### src/rtl/uart_rx_brk.sv
module uart_rx_brk #(
  parameter int DATA_BITS = 8,
  parameter int OVS       = 16,
  parameter int BRK_BITS  = 11
) (
  input  logic                 clk,
  input  logic                 rst_n,
  input  logic                 tick,
  input  logic                 rxd,
  input  logic                 nine_en,
  input  logic                 alias_sel,
  input  logic                 mode_bit,
  input  logic                 clr_fe,
  input  logic                 clr_brk,
  output logic [DATA_BITS-1:0] rx_data,
  output logic                 rx_bit9,
  output logic                 rx_done,
  output logic                 fe_flag,
  output logic                 brk_flag,
  output logic                 shared_bit
);
  localparam int CW = $clog2(OVS);
  localparam int BW = $clog2(DATA_BITS + 2);
  localparam int LW = $clog2(BRK_BITS + 1);

  typedef enum logic [2:0] {S_IDLE, S_START, S_DATA, S_STOP, S_LOW, S_BWAIT} st_t;
  st_t st;

  logic [1:0]         sync;
  logic [CW-1:0]      cnt;
  logic [BW-1:0]      bidx;
  logic [LW-1:0]      lows;
  logic [DATA_BITS:0] sh;

  wire rx_s      = sync[1];
  wire mid_start = tick && cnt == CW'(OVS/2 - 1);
  wire bit_end   = tick && cnt == CW'(OVS - 1);
  wire [LW-1:0] lows_nx = rx_s ? '0 : (lows == LW'(BRK_BITS) ? lows : lows + LW'(1));
  wire [BW-1:0] nbits   = nine_en ? BW'(DATA_BITS + 1) : BW'(DATA_BITS);
  wire brk_now = lows_nx == LW'(BRK_BITS);

  assign shared_bit = alias_sel ? fe_flag : mode_bit;

  always_ff @(posedge clk or negedge rst_n) begin
    if (!rst_n) begin
      sync     <= 2'b11;
      st       <= S_IDLE;
      cnt      <= '0;
      bidx     <= '0;
      lows     <= '0;
      sh       <= '0;
      rx_data  <= '0;
      rx_bit9  <= 1'b0;
      rx_done  <= 1'b0;
      fe_flag  <= 1'b0;
      brk_flag <= 1'b0;
    end else begin
      sync    <= {sync[0], rxd};
      rx_done <= 1'b0;
      if (clr_fe)  fe_flag  <= 1'b0;
      if (clr_brk) brk_flag <= 1'b0;
      case (st)
        S_IDLE:
          if (tick && !rx_s) begin
            st  <= S_START;
            cnt <= '0;
          end
        S_START:
          if (mid_start) begin
            cnt <= '0;
            if (rx_s) st <= S_IDLE;
            else begin
              st   <= S_DATA;
              bidx <= '0;
              lows <= LW'(1);
            end
          end else if (tick) cnt <= cnt + CW'(1);
        S_DATA:
          if (bit_end) begin
            cnt  <= '0;
            sh   <= {rx_s, sh[DATA_BITS:1]};
            lows <= lows_nx;
            bidx <= bidx + BW'(1);
            if (bidx == nbits - BW'(1)) st <= S_STOP;
          end else if (tick) cnt <= cnt + CW'(1);
        S_STOP, S_LOW:
          if (bit_end) begin
            cnt  <= '0;
            lows <= lows_nx;
            if (rx_s) begin
              st <= S_IDLE;
              if (st == S_STOP) begin
                rx_done <= 1'b1;
                rx_data <= nine_en ? sh[DATA_BITS-1:0] : sh[DATA_BITS:1];
                rx_bit9 <= nine_en & sh[DATA_BITS];
              end
            end else begin
              fe_flag <= 1'b1;
              if (brk_now) begin
                brk_flag <= 1'b1;
                st       <= S_BWAIT;
              end else st <= S_LOW;
            end
          end else if (tick) cnt <= cnt + CW'(1);
        S_BWAIT:
          if (tick) begin
            if (!rx_s) cnt <= '0;
            else if (cnt == CW'(OVS - 1)) begin
              cnt <= '0;
              st  <= S_IDLE;
            end else cnt <= cnt + CW'(1);
          end
        default: st <= S_IDLE;
      endcase
    end
  end


  done_one_clk_chk: assert property (@(posedge clk) disable iff (!rst_n)
    rx_done |=> !rx_done);


  brk_with_fe_chk: assert property (@(posedge clk) disable iff (!rst_n)
    $rose(brk_flag) |-> fe_flag);


  brk_no_done_chk: assert property (@(posedge clk) disable iff (!rst_n)
    $rose(brk_flag) |-> !rx_done);


  bwait_quiet_chk: assert property (@(posedge clk) disable iff (!rst_n)
    (st == S_BWAIT) |=> !rx_done);


  fe_sticky_chk: assert property (@(posedge clk) disable iff (!rst_n)
    (fe_flag && !clr_fe) |=> fe_flag);


  brk_sticky_chk: assert property (@(posedge clk) disable iff (!rst_n)
    (brk_flag && !clr_brk) |=> brk_flag);
endmodule

### config.mk
export PLATFORM = sky130hd
export DESIGN_NAME = uart_rx_brk
export DESIGN_NICKNAME = d
export VERILOG_FILES = /design/src/rtl/uart_rx_brk.sv
export SDC_FILE = /design/constraint.sdc
export NUM_CORES = 1
export LEC_CHECK = 0
export BUFFER_PORTS_ARGS = -buffer_cell sky130_fd_sc_hd__buf_2
export CORE_MARGIN = 10
export CORE_UTILIZATION = 43
export CTS_CLUSTER_SIZE = 16
export DETAILED_ROUTE_END_ITERATION = 8
export GPL_TIMING_DRIVEN = 0
export PLACE_DENSITY_LB_ADDON = 0.12
export SETUP_SLACK_MARGIN = 0.1
export SKIP_LAST_GASP = 1
export SLEW_MARGIN = 20
export SYNTH_ARGS = -nofsm -noshare
export SYNTH_HDL_FRONTEND = slang
export SYNTH_SLANG_ARGS = --single-unit
### constraint.sdc
create_clock -name clk -period 2.1 [get_ports clk]
set_clock_uncertainty 0.05 [all_clocks]
set_input_delay 0.63 -clock clk [delete_from_list [all_inputs] [get_ports clk]]
set_output_delay 0.63 -clock clk [all_outputs]
set_load 0.005 [all_outputs]
==> out/results.env, run 1 <==
TRACK_USAGE=0.1182
WORST_SETUP_HOLD_PATH_CLK_SLEW_NS=0.08
CLOCK_INSERTION_DELAY_WORST_SKEW_NS=0.29
GRT_PASS1_VIAS=1606
POWER_LEAKAGE_nW=1.196
OUTCOME='finished, final reports clean'
CRITICAL_PATH_CLASS='flop to flop'
DETAILROUTE.WIRELENGTH.MET2_MM=2.059
ROUTE.LAYER.MET1.WL_MM=2.148
DRC=0
MULTIINPUTGATEAREA_MM2=0.001071
MAPPEDNETLISTNETS=237
TIMING.CRITICAL_PATH.TO_TYPE='flop'
SYNTH_MOST_COMMON_CELL='sky130_fd_sc_hd__nand2_1'
MAXIMUM_NUMBER_OF_PINS_ON_ONE_NET_BEFORE_GLOBAL_ROUTE_REPAIR=39
SYNTH_AREA_LEADER_CELL='sky130_fd_sc_hd__dfrtp_1'
ROWS=25
WORST_VDD_RAIL_IR_DROP_mV=0.3427
DIODES=0
CLK_ROOT_BUFFER_CELL='sky130_fd_sc_hd__clkbuf_8'
ANTENNA_VIOLATIONS_BEFORE_REPAIR=0
ANT_NETS=0
CTS_MADE_BUFFERS=5
POST-ROUTE-PERIOD-UTIL=0.9635
CTSHTREEMAXLEVEL=2
YOSYS_WARNINGS=0
PLACE.DETAILED.INSTANCES=300
WORST_PATH_FANOUT_MAX=8
CRITICAL_PATH_ARRIVAL_NS=2.13
FINALHOLDVIOLCOUNT=0
NETLIST_TOP_CELLS_COUNT='sky130_fd_sc_hd__nand2_1, sky130_fd_sc_hd__dfrtp_1, sky130_fd_sc_hd__o21ai_0, sky130_fd_sc_hd__nor2_1'
MAX_CLOCK_FREQ_MHz=494.2
CP.REQUIRED_NS=2.21
VIA_PER_INST=5.404
OVERFLOW=0
GRT_PASS1_WL_MM=7.362
DIE_SPAN_X_UM=89.12
DRV.MAX_CAP_VIOLATION_COUNT=0
POWERDENSITY_mW_PER_MM2=768.3
MAX-SLEW-MARGIN-REL=0.4342
DIE-HEIGHT_UM=89.12
DETAIL_ROUTE.FIRST_PASS.ITERATIONS=4
WORST-SLEW-PIN-TRANSITION_NS=0.8487
DR_TOTAL_VIAS=1697
SYNTH_ENABLE_FLOP_CELLS=0
MAXSLEWVIOLCOUNT=0
WL_MM=4.486
NUM_IO_PINS=22
FINAL_NET_COUNT=271
POST_ROUTE_CELLS_DRIVE_ABOVE_1_SHARE=0.2654
FLOORPLAN.CORE_AREA_MM2=0.004692
FF_LATCH_AREA_UM2=955.9
FINISH.CELL_COUNT_WITHOUT_FILLERS=314
SYNTH_CELLS=225
CLOCK_PATH_BUFFERS=2
WL_MET3_UM=219
AREA_GROWTH_SYN_TO_LAYOUT_PCT=21.44
AVERAGE_WIRE_PER_STANDARD_CELL_UM=14.29
CLKSINKCOUNT=38
MIN_PERIOD_NS=2.023
NUMBER_OF_FILLER_INSTANCES_IN_THE_FINAL_LAYOUT=446
PORT_BUFFERS=21
HOLD_PATH_CLASS='flop to flop'
YS_SEQ_ELEMENTS=38
SYNTH_AREA_MM2=0.002054
DRT_FIRST_ITER_VIOLATIONS=98
WORST_SETUP_PATH_START_KIND='flop'
SYNTH_SEQ_AREA_SHARE=0.4641
START_UTIL=0.4379
UNREPAIRED_SETUP_ENDPOINTS_AFTER_GLOBAL_ROUTING='true'
YOSYSTOPAREACELLSHARE=0.4385
ASYNCSETRESETFLOPFRACSYNTH=1.000
SETUP_VIOL=0
POST_SYNTH_MAIN_AREA_CONTRIBUTORS='sky130_fd_sc_hd__dfrtp_1, sky130_fd_sc_hd__nand2_1, sky130_fd_sc_hd__o21ai_0'
HPWLAFTERDP_MM=3.045
SYN_AVG_CELL_AREA_UM2=9.131
TRITONCTS='done'
TOP_LAYER_USED='met4'
UNIQUE_MASTERS_POST_SYNTH=50
GLOBALPLACE.CONGESTION=0.7851
DIE_AREA_MM2=0.007942
HOLD-WORST-SLACK_NS=0.3074
CTS-HOLD-FIX-BUFFERS=0
YOSYS_MOST_USED_DFF='sky130_fd_sc_hd__dfrtp_1'
## routing by layer
layer / vias to the layer above / global-route usage
met1: 805 / 0.1562
met5: - / 0
met3: 6 / 0.03555
met2: 25 / 0.1795
met4: 0 / 0.03902
li1: 861 / -
## sequential cells by signal, summed over array words and instances (netlist names)
register	flops
sh	9
rx_data	8
bidx	4
cnt	4
lows	4
st	3
sync	2
brk_flag	1
fe_flag	1
rx_bit9	1
rx_done	1
## cells in the final DEF, fill, tap and decap left out, types with 3 or more instances in the layout
master	instances
sky130_fd_sc_hd__a21oi_1	5
sky130_fd_sc_hd__a31oi_1	4
sky130_fd_sc_hd__and3_1	3
sky130_fd_sc_hd__buf_2	28
sky130_fd_sc_hd__buf_4	6
sky130_fd_sc_hd__clkbuf_8	5
sky130_fd_sc_hd__dfrtp_1	34
sky130_fd_sc_hd__inv_1	8
sky130_fd_sc_hd__mux2i_1	8
sky130_fd_sc_hd__nand2_1	47
sky130_fd_sc_hd__nand3_1	5
sky130_fd_sc_hd__nand4_1	4
sky130_fd_sc_hd__nor2_1	13
sky130_fd_sc_hd__nor2b_1	4
sky130_fd_sc_hd__nor3_1	4
sky130_fd_sc_hd__o21ai_0	21
sky130_fd_sc_hd__o21ai_1	4
sky130_fd_sc_hd__o31ai_1	4
## final timing paths
kind	from	endpoint	slack [ns]	cells after the start
setup / recovery	cnt[0]	st[1]	0.08	8
max in group asynchronous	rst_n	cnt[0]	1.03	1
min in group asynchronous	rst_n	lows[0]	0.39	1
hold reg to reg	sync[0]	sync[1]	0.31	0
hold / removal	sync[0]	sync[1]	0.31	0
setup reg to reg	cnt[0]	st[1]	0.08	8
## through the flow
step	setup TNS (ns)	util	worst slack, ns	area [um^2]	total power, W
6_report	0	0.5317	0.07659	2495	0.001917
3_3_place_gp	-0.9940	0.4747	-0.1117	2227	0.001086
2_1_floorplan	0	-	0.2762	2054	0.001013
4_1_cts	0	0.5101	0.1027	2394	0.001851
3_5_place_dp	-0.9638	0.4747	-0.1249	2227	0.001092
5_1_grt	0	0.5317	0.007329	2495	0.002028
## cell families (layout without fill, tap and decap cells)
group                    count (synthesis)  after routing  share of synthesized area
buffers and inverters                   19             54                    0.04263
AND/OR/NAND/NOR                         95             95                     0.2253
adder cells (fa/ha/maj)                  3              3                    0.01827
multiplexers                            10             10                    0.04994
flip-flops                              38             38                     0.4641
AO/OA/AOI/OAI                           58             58                     0.1912
XOR/XNOR                                 2              2                   0.008528
## area by class of cell
class | instances | share of cell area
tap | 54 | 0.02708
buffer | 11 | 0.02608
clock buffer | 5 | 0.02758
clock inverter | 3 | 0.02758
timing repair buffer | 27 | 0.06720
multi-input combinational | 168 | 0.4293
inverter | 8 | 0.01204
sequential | 38 | 0.3831
## worst max-delay path, stage by stage (launching register included)
cell,delay (ns)
sky130_fd_sc_hd__dfrtp_2,0.43
sky130_fd_sc_hd__ha_4,0.17
sky130_fd_sc_hd__buf_8,0.13
sky130_fd_sc_hd__nand4b_1,0.12
sky130_fd_sc_hd__a32oi_2,0.27
sky130_fd_sc_hd__o21ai_4,0.14
sky130_fd_sc_hd__buf_4,0.17
sky130_fd_sc_hd__o31ai_1,0.28
sky130_fd_sc_hd__o21ai_0,0.13
## where the power goes
part	switching (W)	leakage (nW)	internal, W
combinational	0.000210	0.609	0.000164
sequential	0.0000319	0.518	0.000763
clock	0.000272	0.0683	0.000476
## timing repair
| action | in CTS | in global routing |
|---|---|---|
| pin swaps | 1 | 5 |
| endpoints found under the setup margin | 12 | 18 |
| gates cloned | 0 | 1 |
| gates resized for setup | 2 | 14 |
| setup buffers | 2 | 3 |
No activity file was read; power rests on OpenSTA's default activity.
==> inputs of run 2 (changes only) <==
- RECOVER_POWER: default -> 25
==> run 2 against run 1 <==
Effect of this change: wire length stayed put; die area unchanged; highest routed layer unchanged; critical endpoint unchanged; cell count did not move; critical path type unchanged; total power barely moved; via count unchanged.
==> out/results.env, run 2 (same netlist as run 1, synthesis figures left out) <==
DRC=0
MAX_CLOCK_FREQ_MHz=494.2
WORST_SETUP_HOLD_PATH_CLK_SLEW_NS=0.08
WORST_HOLD_END='sync[1]'
DETAIL_ROUTE.FIRST_PASS.ITERATIONS=4
MIN_PERIOD_NS=2.023
UNREPAIRED_SETUP_ENDPOINTS_AFTER_GLOBAL_ROUTING='true'
MAXSLEWVIOLCOUNT=0
CTS-HOLD-FIX-BUFFERS=0
LEADING_CELL_TYPES_IN_THE_LAYOUT_FILL_AND_TAPS_EXCLUDED='sky130_fd_sc_hd__nand2_1, sky130_fd_sc_hd__dfrtp_1, sky130_fd_sc_hd__buf_2'
AREA_GROWTH_SYN_TO_LAYOUT_PCT=21.44
DR_TOTAL_VIAS=1697
PORT_BUFFERS=21
DIE_SPAN_X_UM=89.12
MAX-SLEW-MARGIN-REL=0.3666
FINALHOLDVIOLCOUNT=0
FLOORPLAN.CORE_AREA_MM2=0.004692
CLOCK_INSERTION_DELAY_WORST_SKEW_NS=0.29
WORST_VDD_RAIL_IR_DROP_mV=0.3427
OVERFLOW=0
GLOBALPLACE.CONGESTION=0.7851
ANTENNA_VIOLATIONS_BEFORE_REPAIR=0
WORST_PATH_FANOUT_MAX=8
OUTCOME='finished, final reports clean'
GROUTE.LAYER.MET1.USAGE=0.1562
ROWS=25
SETUP_VIOL=0
REG2REG_DEPTH=8
HOLD_PATH_CLASS='flop to flop'
WL_MM=4.486
PLACE.DETAILED.INSTANCES=300
CRITICAL_PATH_ARRIVAL_NS=2.13
POWERDENSITY_mW_PER_MM2=768.3
POST-ROUTE-PERIOD-UTIL=0.9635
CLOCK_PATH_BUFFERS=2
DIE_AREA_MM2=0.007942
START_UTIL=0.4379
WORST-SLEW-PIN-TRANSITION_NS=0.9501
CTS_MADE_BUFFERS=5
TRITONCTS='done'
AVERAGE_WIRE_PER_STANDARD_CELL_UM=14.29
WORST_HOLD_STARTPOINT='sync[0]'
DRV.MAX_CAP_VIOLATION_COUNT=0
MAXIMUM_NUMBER_OF_PINS_ON_ONE_NET_BEFORE_GLOBAL_ROUTE_REPAIR=39
TIMING.CRITICAL_PATH.TO_TYPE='flop'
GRT_PASS1_WL_MM=7.362
DIODES=0
DRT_FIRST_ITER_VIOLATIONS=101
DP_SLACK_NS=-0.1249
REGTOREGSETUPSLACK_NS=0.08
FINISH.CELL_COUNT_WITHOUT_FILLERS=314
SETUP_WS_NS=0.07659
POST_ROUTE_CELLS_DRIVE_ABOVE_1_SHARE=0.2654
GRT_PASS1_VIAS=1606
ANT_NETS=0
FINAL_NET_COUNT=271
CRITICAL_PATH_CLASS='flop to flop'
TRACK_USAGE=0.1182
SETUP_TNS_NS=0
REPORT.POWER.TOTAL_W=0.001917
CLKSINKCOUNT=38
GROUTE.LAYER.MET2.USAGE=0.1795
CLK_ROOT_BUFFER_CELL='sky130_fd_sc_hd__clkbuf_8'
CRITICAL_PATH.REG2REG.STARTPOINT='cnt[0]'
CTSHTREEMAXLEVEL=2
MAX_FFS_PER_REGISTER=9
WORST_HOLD_PATH.NUM_CELLS=0
DIE-HEIGHT_UM=89.12
CP.REQUIRED_NS=2.21
POWER_LEAKAGE_nW=1.196
VIA_PER_INST=5.404
REG2REG_TO='st[1]'
LARGEST_REGISTERS='sh: 9 flops, rx_data: 8 flops'
HPWLAFTERDP_MM=3.045
WORST_SETUP_PATH_START_KIND='flop'
LAYOUT_COMMONEST_CELL='sky130_fd_sc_hd__nand2_1'
MOST_USED_ROUTING_LAYER_IN_GLOBAL_ROUTING='met2'
UTILIZATION=0.5317
MET3_USAGE=0.03555
REGMOSTFLOPS='sh'
NUM_IO_PINS=22
run 2: repair_timing:
action | CTS | global route
setup endpoints to repair | 12 | 18
buffers inserted | 2 | 3
gates cloned | 0 | 1
resized for setup | 2 | 14
pin swaps | 1 | 5
run 2: metrics by stage:
step                area (um^2)  hold WS [ns]
global placement           2227        0.2979
CTS                        2394        0.3099
global route               2495        0.3153
finish                     2495        0.3074
detailed placement         2227        0.2982
floorplan                  2054        0.2844
run 2: per-layer routing:
| metal | routed length, um | part of all wire |
|---|---|---|
| met5 | 0 | 0 |
| met4 | 58 | 0.013 |
| met1 | 2148 | 0.48 |
| met2 | 2060 | 0.46 |
| met3 | 219 | 0.049 |
run 2: final cells by class:
type                            instances  area [um^2]
Fill cell                             446         2197
Multi-Input combinational cell        168         1071
Sequential cell                        38        955.9
Timing Repair Buffer                   27        167.7
Clock buffer                            5        68.82
Clock inverter                          3        68.82
Tap cell                               54        67.56
Buffer                                 11        65.06
Inverter                                8        30.03
run 2: worst max path at each step:
stage	slack (ns)	from	end
floorplan	0.28	cnt[0]	cnt[0]
CTS	0.10	cnt[0]	cnt[0]
detailed placement	-0.12	tick	rx_data[4]
global route	0.007	st[0]	cnt[3]
global placement	-0.11	tick	rx_data[7]
finish	0.08	cnt[0]	st[1]
run 2: where the power goes:
group	internal (W)	leakage (nW)	total [W]	switching, W
Clock	0.000476	0.0683	0.000748	0.000272
Sequential	0.000763	0.518	0.000795	0.0000319
Combinational	0.000164	0.610	0.000374	0.000210
run 2: critical path: stages (launching register included):
cell and delay [ns]:
sky130_fd_sc_hd__dfrtp_2 0.43, sky130_fd_sc_hd__ha_4 0.17, sky130_fd_sc_hd__buf_8 0.13, sky130_fd_sc_hd__nand4b_1 0.12, sky130_fd_sc_hd__a32oi_2 0.27, sky130_fd_sc_hd__o21ai_4 0.14
sky130_fd_sc_hd__buf_4 0.17, sky130_fd_sc_hd__o31ai_1 0.28, sky130_fd_sc_hd__o21ai_0 0.13
==> inputs of run 3 (changes only) <==
- ABC_AREA: default -> 1
==> run 3 against run 2 <==
Effect of this change: clock power increased by 0.7%; sequential power rose by 11%; count of clock-buffer cells in the layout did not move; hold slack gained 0.00097 ns; non-clock buffer count decreased by 14; design area is 5.3% lower; critical path type unchanged; largest power group unchanged; highest routed layer unchanged.
==> out/results.env, run 3 <==
OUTCOME='finished, final reports clean'
MULTIINPUTGATEAREA_UM2=962.2
POST_SYNTH_XOR_AREA_FRACTION=0.004255
YOSYS-MUX-AREA-FRACTION=0.004863
AVERAGE_WIRE_PER_STANDARD_CELL_UM=12.59
ANTENNA_VIOLATIONS_BEFORE_REPAIR=0
YOSYSTOPAREACELLSHARE=0.4377
SETUP_TNS_NS=0
SYNTH_SEQ_AREA_SHARE=0.4632
SYNTH_ENABLE_FLOP_CELLS=0
DR_TOTAL_VIAS=1719
REGMOSTFLOPS='sh'
AREA_GROWTH_SYN_TO_LAYOUT_PCT=14.83
GLOBALPLACE.CONGESTION=0.8159
POST_ROUTE_CELLS_DRIVE_ABOVE_1_SHARE=0.1898
HOLD-WORST-SLACK_NS=0.3083
START_UTIL=0.4387
ROWS=25
SYN_AVG_CELL_AREA_UM2=7.709
NETLIST_TOP_CELLS_COUNT='sky130_fd_sc_hd__nand2_1, sky130_fd_sc_hd__dfrtp_1, sky130_fd_sc_hd__inv_1, sky130_fd_sc_hd__nand3_1, sky130_fd_sc_hd__o21ai_0'
WORST_HOLD_PATH.NUM_CELLS=0
SEQ_POWER_SHARE=0.395
DRT_FIRST_ITER_VIOLATIONS=94
CLOCK_INSERTION_DELAY_WORST_SKEW_NS=0.29
LAYOUT_COMMONEST_CELL='sky130_fd_sc_hd__nand2_1'
POWER_LEAKAGE_nW=1.266
PORT_BUFFERS=20
ASYNCSETRESETFLOPFRACSYNTH=1.000
HOLD_PATH_CLASS='flop to flop'
POST_SYNTH_MAIN_AREA_CONTRIBUTORS='sky130_fd_sc_hd__dfrtp_1, sky130_fd_sc_hd__nand2_1, sky130_fd_sc_hd__nand3_1'
REPORT.POWER.TOTAL_W=0.002239
NUMBER_OF_FILLER_INSTANCES_IN_THE_FINAL_LAYOUT=453
PORTION_OF_TOTAL_POWER_ATTRIBUTED_TO_COMBINATIONAL_LOGIC=0.268
P_SW_W=0.0007677
WORST_PATH_FANOUT_MAX=8
MIN_PERIOD_NS=1.696
SYNTH_CELLS=267
INTPOWER_W=0.001471
CTS-HOLD-FIX-BUFFERS=0
SYNTH_AREA_LEADER_CELL='sky130_fd_sc_hd__dfrtp_1'
YS_SEQ_ELEMENTS=38
MAX_CLOCK_FREQ_MHz=589.5
MAIN_COMBINATIONAL_CELL_FAMILY_BY_AREA_AFTER_SYNTHESIS='simple AND/OR/NAND/NOR gates'
MAXSLEWVIOLCOUNT=0
TRITONCTS='done'
WORST_SETUP_HOLD_PATH_CLK_SLEW_NS=0.08
CRITICAL_PATH_ARRIVAL_NS=1.81
DIE-HEIGHT_UM=89.19
GRT_PASS1_VIAS=1638
GRT_PASS1_WL_MM=7.728
YOSYS_MOST_USED_DFF='sky130_fd_sc_hd__dfrtp_1'
UTILIZATION=0.5037
TRACK_USAGE=0.1228
WORST_VDD_RAIL_IR_DROP_mV=0.5104
MAPPEDNETLISTNETS=279
CLKSINKCOUNT=38
MAXIMUM_NUMBER_OF_PINS_ON_ONE_NET_BEFORE_GLOBAL_ROUTE_REPAIR=39
OVERFLOW=0
SYNTH_MOST_COMMON_CELL='sky130_fd_sc_hd__nand2_1'
TIMING.CRITICAL_PATH.TO_TYPE='flop'
POWERDENSITY_mW_PER_MM2=947.1
DIE_AREA_MM2=0.007954
FF_LATCH_AREA_UM2=953.4
CLK_ROOT_BUFFER_CELL='sky130_fd_sc_hd__clkbuf_8'
LARGEST_REGISTERS='sh: 9 flops, rx_data: 8 flops'
DIE_SPAN_X_UM=89.19
WORST_SETUP_PATH_START_KIND='flop'
VIA_PER_INST=4.926
FINAL_NET_COUNT=306
LEADING_CELL_TYPES_IN_THE_LAYOUT_FILL_AND_TAPS_EXCLUDED='sky130_fd_sc_hd__nand2_1, sky130_fd_sc_hd__dfrtp_1, sky130_fd_sc_hd__inv_1'
ANT_NETS=0
WL_MM=4.394
MAX_FFS_PER_REGISTER=9
UNIQUE_MASTERS_POST_SYNTH=27
WORST-SLEW-PIN-TRANSITION_NS=0.9515
SYNTH_ADDER_AREA_SHARE=0.01824
NETSWITCHINGFRACTION=0.3430
DRV.MAX_CAP_VIOLATION_COUNT=0
CTS_MADE_BUFFERS=5
DETAIL_ROUTE.FIRST_PASS.ITERATIONS=4
SYNTH-COMPOUND-AREA-SHARE=0.1161
CRITICAL_PATH_CLASS='flop to flop'
CTS_SETUP_BUFFERS=0
REG2REG_DEPTH=8
PWR-SHARE-CLK=0.336
UNREPAIRED_SETUP_ENDPOINTS_AFTER_GLOBAL_ROUTING='false'
DRC=0
SYNTH_SIMPLE_GATE_AREA_FRAC=0.3240
FLOORPLAN.CORE_AREA_MM2=0.004692
MAX-SLEW-MARGIN-REL=0.3657
POST-ROUTE-PERIOD-UTIL=0.8077
FINALHOLDVIOLCOUNT=0
DIODES=0
CP.REQUIRED_NS=2.22
HPWLAFTERDP_MM=3.220
POST_CTS.RESIZED_INSTANCES=0
CTSHTREEMAXLEVEL=2
CLOCK_PATH_BUFFERS=2
SETUP_VIOL=0
YOSYS_WARNINGS=0
SYNTH_AREA_MM2=0.002058
NUM_IO_PINS=22
==> run 3: cell types whose count changed after synthesis, moves of 4 or more <==
cell,delta
sky130_fd_sc_hd__o21ai_0,-4
sky130_fd_sc_hd__o31ai_1,-5
sky130_fd_sc_hd__nand2_1,+47
sky130_fd_sc_hd__o21ai_1,+5
sky130_fd_sc_hd__mux2i_1,-7
sky130_fd_sc_hd__o21ai_2,+9
sky130_fd_sc_hd__buf_2,-5
sky130_fd_sc_hd__nand3_1,+17
sky130_fd_sc_hd__a31oi_1,-4
sky130_fd_sc_hd__inv_1,+19
sky130_fd_sc_hd__nor2b_1,-5
==> run 3: critical path, cell delays in order, from the launching register on <==
cell and delay (ns):
sky130_fd_sc_hd__dfrtp_1 0.46, sky130_fd_sc_hd__ha_1 0.21, sky130_fd_sc_hd__nand2_2 0.08, sky130_fd_sc_hd__inv_1 0.08, sky130_fd_sc_hd__nand3_1 0.06, sky130_fd_sc_hd__nand2_1 0.13
sky130_fd_sc_hd__nand3_2 0.18, sky130_fd_sc_hd__o21ai_2 0.18, sky130_fd_sc_hd__o21ai_0 0.13
==> run 3: power by group through the flow <==
stage | combinational (W) | clock, W | sequential [W]
after detailed placement | 0.000603 | 0 | 0.000897
after CTS | 0.000606 | 0.000775 | 0.000883
final | 0.000601 | 0.000753 | 0.000885
after floorplan | 0.000475 | 0 | 0.000876
after global placement | 0.000594 | 0 | 0.000897
after global routing | 0.000713 | 0.000809 | 0.000902
==> run 3: kinds of logic (layout without fill, tap and decap cells) <==
family	count (synthesis)	count (layout)
buf+inv	34	62
simple gates	150	150
fa+ha+maj	3	3
flops	38	38
compound gates	40	40
xor+xnor	1	1
mux	1	1
==> run 3: through the flow <==
step	std cells	cell area, um^2	worst slack [ns]
after floorplan	267	2058	0.5663
after global placement	341	2226	0.3677
after detailed placement	341	2226	0.3477
after CTS	349	2364	0.4052
after global routing	349	2364	0.2040
final	349	2364	0.4038
==> run 3: layout make-up <==
type	instances	area share
Buffer	4	0.01059
Clock buffer	5	0.02912
Clock inverter	3	0.02912
Inverter	30	0.04976
Multi-Input combinational cell	195	0.4071
Sequential cell	38	0.4034
Tap cell	54	0.02859
Timing Repair Buffer	20	0.04235
==> run 3: worst paths after layout <==
check	start	end	slack, ns
worst max-delay path	cnt[0]	lows[0]	0.40
worst min-delay path	sync[0]	sync[1]	0.31
worst max register to register	cnt[0]	lows[0]	0.40
worst min register to register	sync[0]	sync[1]	0.31
max in group asynchronous	rst_n	rx_data[1]	0.99
min in group asynchronous	rst_n	bidx[0]	0.43
==> run 3: per-layer routing <==
metal  track usage  up-vias  share of wire
li1              -      914              -
met1        0.1583      772           0.50
met2        0.1908       28           0.44
met3       0.03373        5          0.046
met4       0.04624        0          0.010
met5             0        -              0
